`src/rtl/lrc_pkg.sv`:
```
package lrc_pkg;

  // Number of count bits for an input of width w (w >= 2).
  function automatic int cnt_bits(input int w);
    return $clog2(w);
  endfunction

  // Width of the padded word.
  function automatic int pad_width(input int w);
    return 1 << $clog2(w);
  endfunction

endpackage

```
`src/rtl/lrc_pad.sv`:
```
module lrc_pad #(
  parameter int DATA_W     = 13,
  parameter int PW         = 16,
  parameter bit MATCH_ZERO = 1'b1
) (
  input  logic [DATA_W-1:0] word_in,
  output logic [PW-1:0]     hit_vec
);

  localparam int FILL = PW - DATA_W;

  logic [PW-1:0] padded;

  // Data in the top bits; low bits filled with zero.
  always_comb padded = PW'(word_in) << FILL;

  // hit_vec[i] = 1 when padded bit i equals the counted value.
  generate
    if (MATCH_ZERO) begin : g_zero
      always_comb hit_vec = ~padded;
    end else begin : g_one
      always_comb hit_vec = padded;
    end
  endgenerate

endmodule

```
`src/rtl/lrc_node.sv`:
```
module lrc_node #(
  parameter int CW  = 4,
  parameter int LVL = 0
) (
  input  logic          hi_all,
  input  logic [CW-1:0] hi_cnt,
  input  logic          lo_all,
  input  logic [CW-1:0] lo_cnt,
  output logic          all_o,
  output logic [CW-1:0] cnt_o
);

  localparam logic [CW-1:0] HALF = CW'(1 << LVL);

  // A full upper half contributes 2^LVL on top of the lower run.
  always_comb begin
    all_o = hi_all & lo_all;
    cnt_o = hi_all ? (lo_cnt | HALF) : hi_cnt;
  end

endmodule

```
`src/rtl/lrc_tree.sv`:
```
module lrc_tree #(
  parameter int CW = 4,
  parameter int PW = 16
) (
  input  logic [PW-1:0] hit_vec,
  output logic          root_all,
  output logic [CW-1:0] root_cnt
);

  generate
    for (genvar l = 0; l <= CW; l++) begin : g_lvl
      localparam int N = PW >> l;
      logic [N-1:0]  all_f;
      logic [CW-1:0] cnt_f [N];

      if (l == 0) begin : g_leaf
        assign all_f = hit_vec;
        for (genvar i = 0; i < N; i++) begin : g_c
          assign cnt_f[i] = '0;
        end
      end else begin : g_merge
        for (genvar j = 0; j < N; j++) begin : g_n
          lrc_node #(.CW(CW), .LVL(l-1)) u_node (
            .hi_all (g_lvl[l-1].all_f[2*j+1]),
            .hi_cnt (g_lvl[l-1].cnt_f[2*j+1]),
            .lo_all (g_lvl[l-1].all_f[2*j]),
            .lo_cnt (g_lvl[l-1].cnt_f[2*j]),
            .all_o  (all_f[j]),
            .cnt_o  (cnt_f[j])
          );
        end
      end
    end
  endgenerate

  assign root_all = g_lvl[CW].all_f[0];
  assign root_cnt = g_lvl[CW].cnt_f[0];

endmodule

```
`src/rtl/lead_run_count.sv`:
```
module lead_run_count #(
  parameter int DATA_W     = 13,
  parameter bit MATCH_ZERO = 1'b1
) (
  input  logic [DATA_W-1:0]        word_in,
  output logic [$clog2(DATA_W):0]  run_out
);

  localparam int CW = lrc_pkg::cnt_bits(DATA_W);
  localparam int PW = lrc_pkg::pad_width(DATA_W);
  localparam logic [CW-1:0] FULL_CNT = MATCH_ZERO ? {CW{1'b1}} : {CW{1'b0}};

  logic [PW-1:0] hit_vec;
  logic          root_all;
  logic [CW-1:0] root_cnt;

  lrc_pad #(.DATA_W(DATA_W), .PW(PW), .MATCH_ZERO(MATCH_ZERO)) u_pad (
    .word_in (word_in),
    .hit_vec (hit_vec)
  );

  lrc_tree #(.CW(CW), .PW(PW)) u_tree (
    .hit_vec  (hit_vec),
    .root_all (root_all),
    .root_cnt (root_cnt)
  );

  // Flag on top; fixed fill pattern below when the whole word matches.
  always_comb begin
    run_out = {root_all, (root_all ? FULL_CNT : root_cnt)};
  end

endmodule

```
`config.mk`:
```
export PLATFORM = sky130hd
export DESIGN_NAME = lead_run_count
export DESIGN_NICKNAME = d
export VERILOG_FILES = /design/src/rtl/lrc_pkg.sv /design/src/rtl/lrc_pad.sv /design/src/rtl/lrc_node.sv /design/src/rtl/lrc_tree.sv /design/src/rtl/lead_run_count.sv
export SDC_FILE = /design/constraint.sdc
export NUM_CORES = 1
export LEC_CHECK = 0
export BUFFER_PORTS_ARGS = -buffer_cell sky130_fd_sc_hd__buf_2
export CAP_MARGIN = 15
export CORE_AREA = 3 3 40 42
export DETAILED_ROUTE_END_ITERATION = 12
export DIE_AREA = 0 0 43 45
export SETUP_SLACK_MARGIN = 0.5
export SYNTH_ARGS = -nofsm -noshare
export SYNTH_HDL_FRONTEND = slang
export SYNTH_SLANG_ARGS = --single-unit
```
`constraint.sdc`:
```
create_clock -name vclk -period 1.1
set_input_delay 0.11 -clock vclk [all_inputs]
set_output_delay 0.11 -clock vclk [all_outputs]
set_load 0.01 [all_outputs]
```
==> impl_metrics.yaml <==
logic_synthesis:
  synth-xor-area-share: 0
  synth-compound-area-share: 0.407
  avgSynthCellArea_um2: 5.63
  syn_nets: 37
  synth_top_family_by_area: "simple AND/OR/NAND/NOR gates"
  synthSimpleGateAreaFrac: 0.454
  synthAdderAreaFrac: 0
  synth_mux_area_frac: 0
  synth_cells: 24
  seq_area_frac_synth: 0
  netlist_area_um2: 135
  synth_cell_type_count: 14
  synth_warnings: 0
finish:
  area_delta_synth_final_pct: 210
  final_cells: 62
  drive_above_1_share: 0.702
  n_antenna_cell: 0
  seq_area_um2: 0
  final_cell_mix: "8 x buf_6, 8 x buf_2, 6 x buf_4, 4 x nor2_1"
  design_area_um2: 419
  seq_cells: 0
  fin_util: 0.326
  nFillCells: 136
  clockBufferCount: 0
  fin_nets: 62
  multi_input_area_um2: 184
floorplanning:
  core_mm2: 0.00128
  core.rowCount: 13
  ios: 18
  initial_core_util: 0.105
  die_w_um: 43
  dieArea_mm2: 0.00194
  die-height_um: 45
pwr:
  ir_drop_uv: 127
  p_leak_nw: 0.190
  power_density_mw_per_mm2: 303
detailed_routing:
  dr_total_vias: 271
  wl_um: 685
  dr.pass1.iters: 1
  ant_nets: 0
  drtIter0Drc: 0
  via_per_inst: 4.37
  drc: 0
  wl_per_cell_um: 11.0
worst_setup_path:
  worstSetupEndpointType: "output pin"
  arrival_ns: 0.99
  worstPathMaxFanout: 2
  required_ns: 0.99
  startpoint_type: "input pin"
  path_class: "input pin to output pin"
timing:
  finalMaxSlewViolations: 0
  period_share: 0.998
  worst_pin_slew_ns: 0.365
  hold_viol_final: 0
  maxSlewHeadroom: 0.754
  period_minus_slack_ns: 1.10
  timing.fmax_mhz: 911
  rsz0062_at_grt: "yes"
  setup_viol_count_final: 0
placed_design:
  placed_area_um2: 307
  gp_congestion: 0.738
  dp_cells: 59
  port_buffers: 18
  hpwlAfterDp_um: 545
global_routing:
  antenna_found_initial: 0
  grt_max_degree: 5
  overflow: 0
  track_usage: 0.0638
  grt_pass1_vias: 251
  grt_pass1_wl_mm: 1.01
clock_network:
  cts_hold_buf: 0
min_path:
  min_path_type: "input pin to output pin"
outcome:
  status: "finished clean"
job:
  maxCapViolCount: 0
where the power goes:
group	internal (W)	switching [W]	total, W
clock network	0	0	0
registers	0	0	0
logic	0.0000731	0.0000537	0.000127
critical path: stages:
cell and delay [ns]:
buf_6 0.09, a211o_1 0.32, a2111oi_4 0.29, buf_2 0.18
Yosys cell counts:
master     count  area [um^2]
a221oi_1       1         8.76
a21oi_1        1         5.00
nor3_1         2         10.0
buf_4          1         7.51
nor4_1         3         18.8
a211o_1        1         8.76
nor2b_1        1         6.26
nand2_1        2         7.51
a21boi_0       1         7.51
o211a_1        1         10.0
inv_1          3         11.3
o21ai_0        1         5.00
a2111oi_1      1         10.0
nor2_1         5         18.8
cell type report:
| cell class | instances | area share |
|---|---|---|
| Timing Repair Buffer | 24 | 0.490 |
| Tap cell | 15 | 0.0448 |
| Multi-Input combinational cell | 20 | 0.439 |
| Inverter | 3 | 0.0269 |
layer usage:
metal / track usage / wire, um
met1: 0.0881 / 262
met2: 0.117 / 368
met3: 0.00398 / 54
met5: 0 / 0
met4: 0 / 0
worst paths after layout:
check | cells after the start | from | endpoint | slack (ns)
worst max-delay path | 4 | word_in[0] | run_out[1] | 0.002
worst min-delay path | 3 | word_in[11] | run_out[1] | 0.49
cells by family after synthesis:
logic type / after synthesis
buf+inv: 4
simple gates: 13
compound gates: 7
metrics by stage:
stage | TNS [ns] | worst slack [ns] | hold slack (ns) | power, W
2_1_floorplan | 0 | 0.205 | 0.241 | 0.0000327
3_3_place_gp | -0.0438 | -0.0233 | 0.563 | 0.0000917
3_5_place_dp | -0.113 | -0.103 | 0.563 | 0.0000926
4_1_cts | -0.00815 | -0.00815 | 0.493 | 0.000116
5_1_grt | -0.112 | -0.0489 | 0.503 | 0.000138
6_report | 0 | 0.00222 | 0.492 | 0.000127
what timing repair did:
item	4_1_cts	5_1_grt
buffers inserted	1	2
pin swaps	5	3
gates resized for setup	16	9
setup endpoints to repair	5	5
Note: power is estimated with default switching activity, not from simulation.
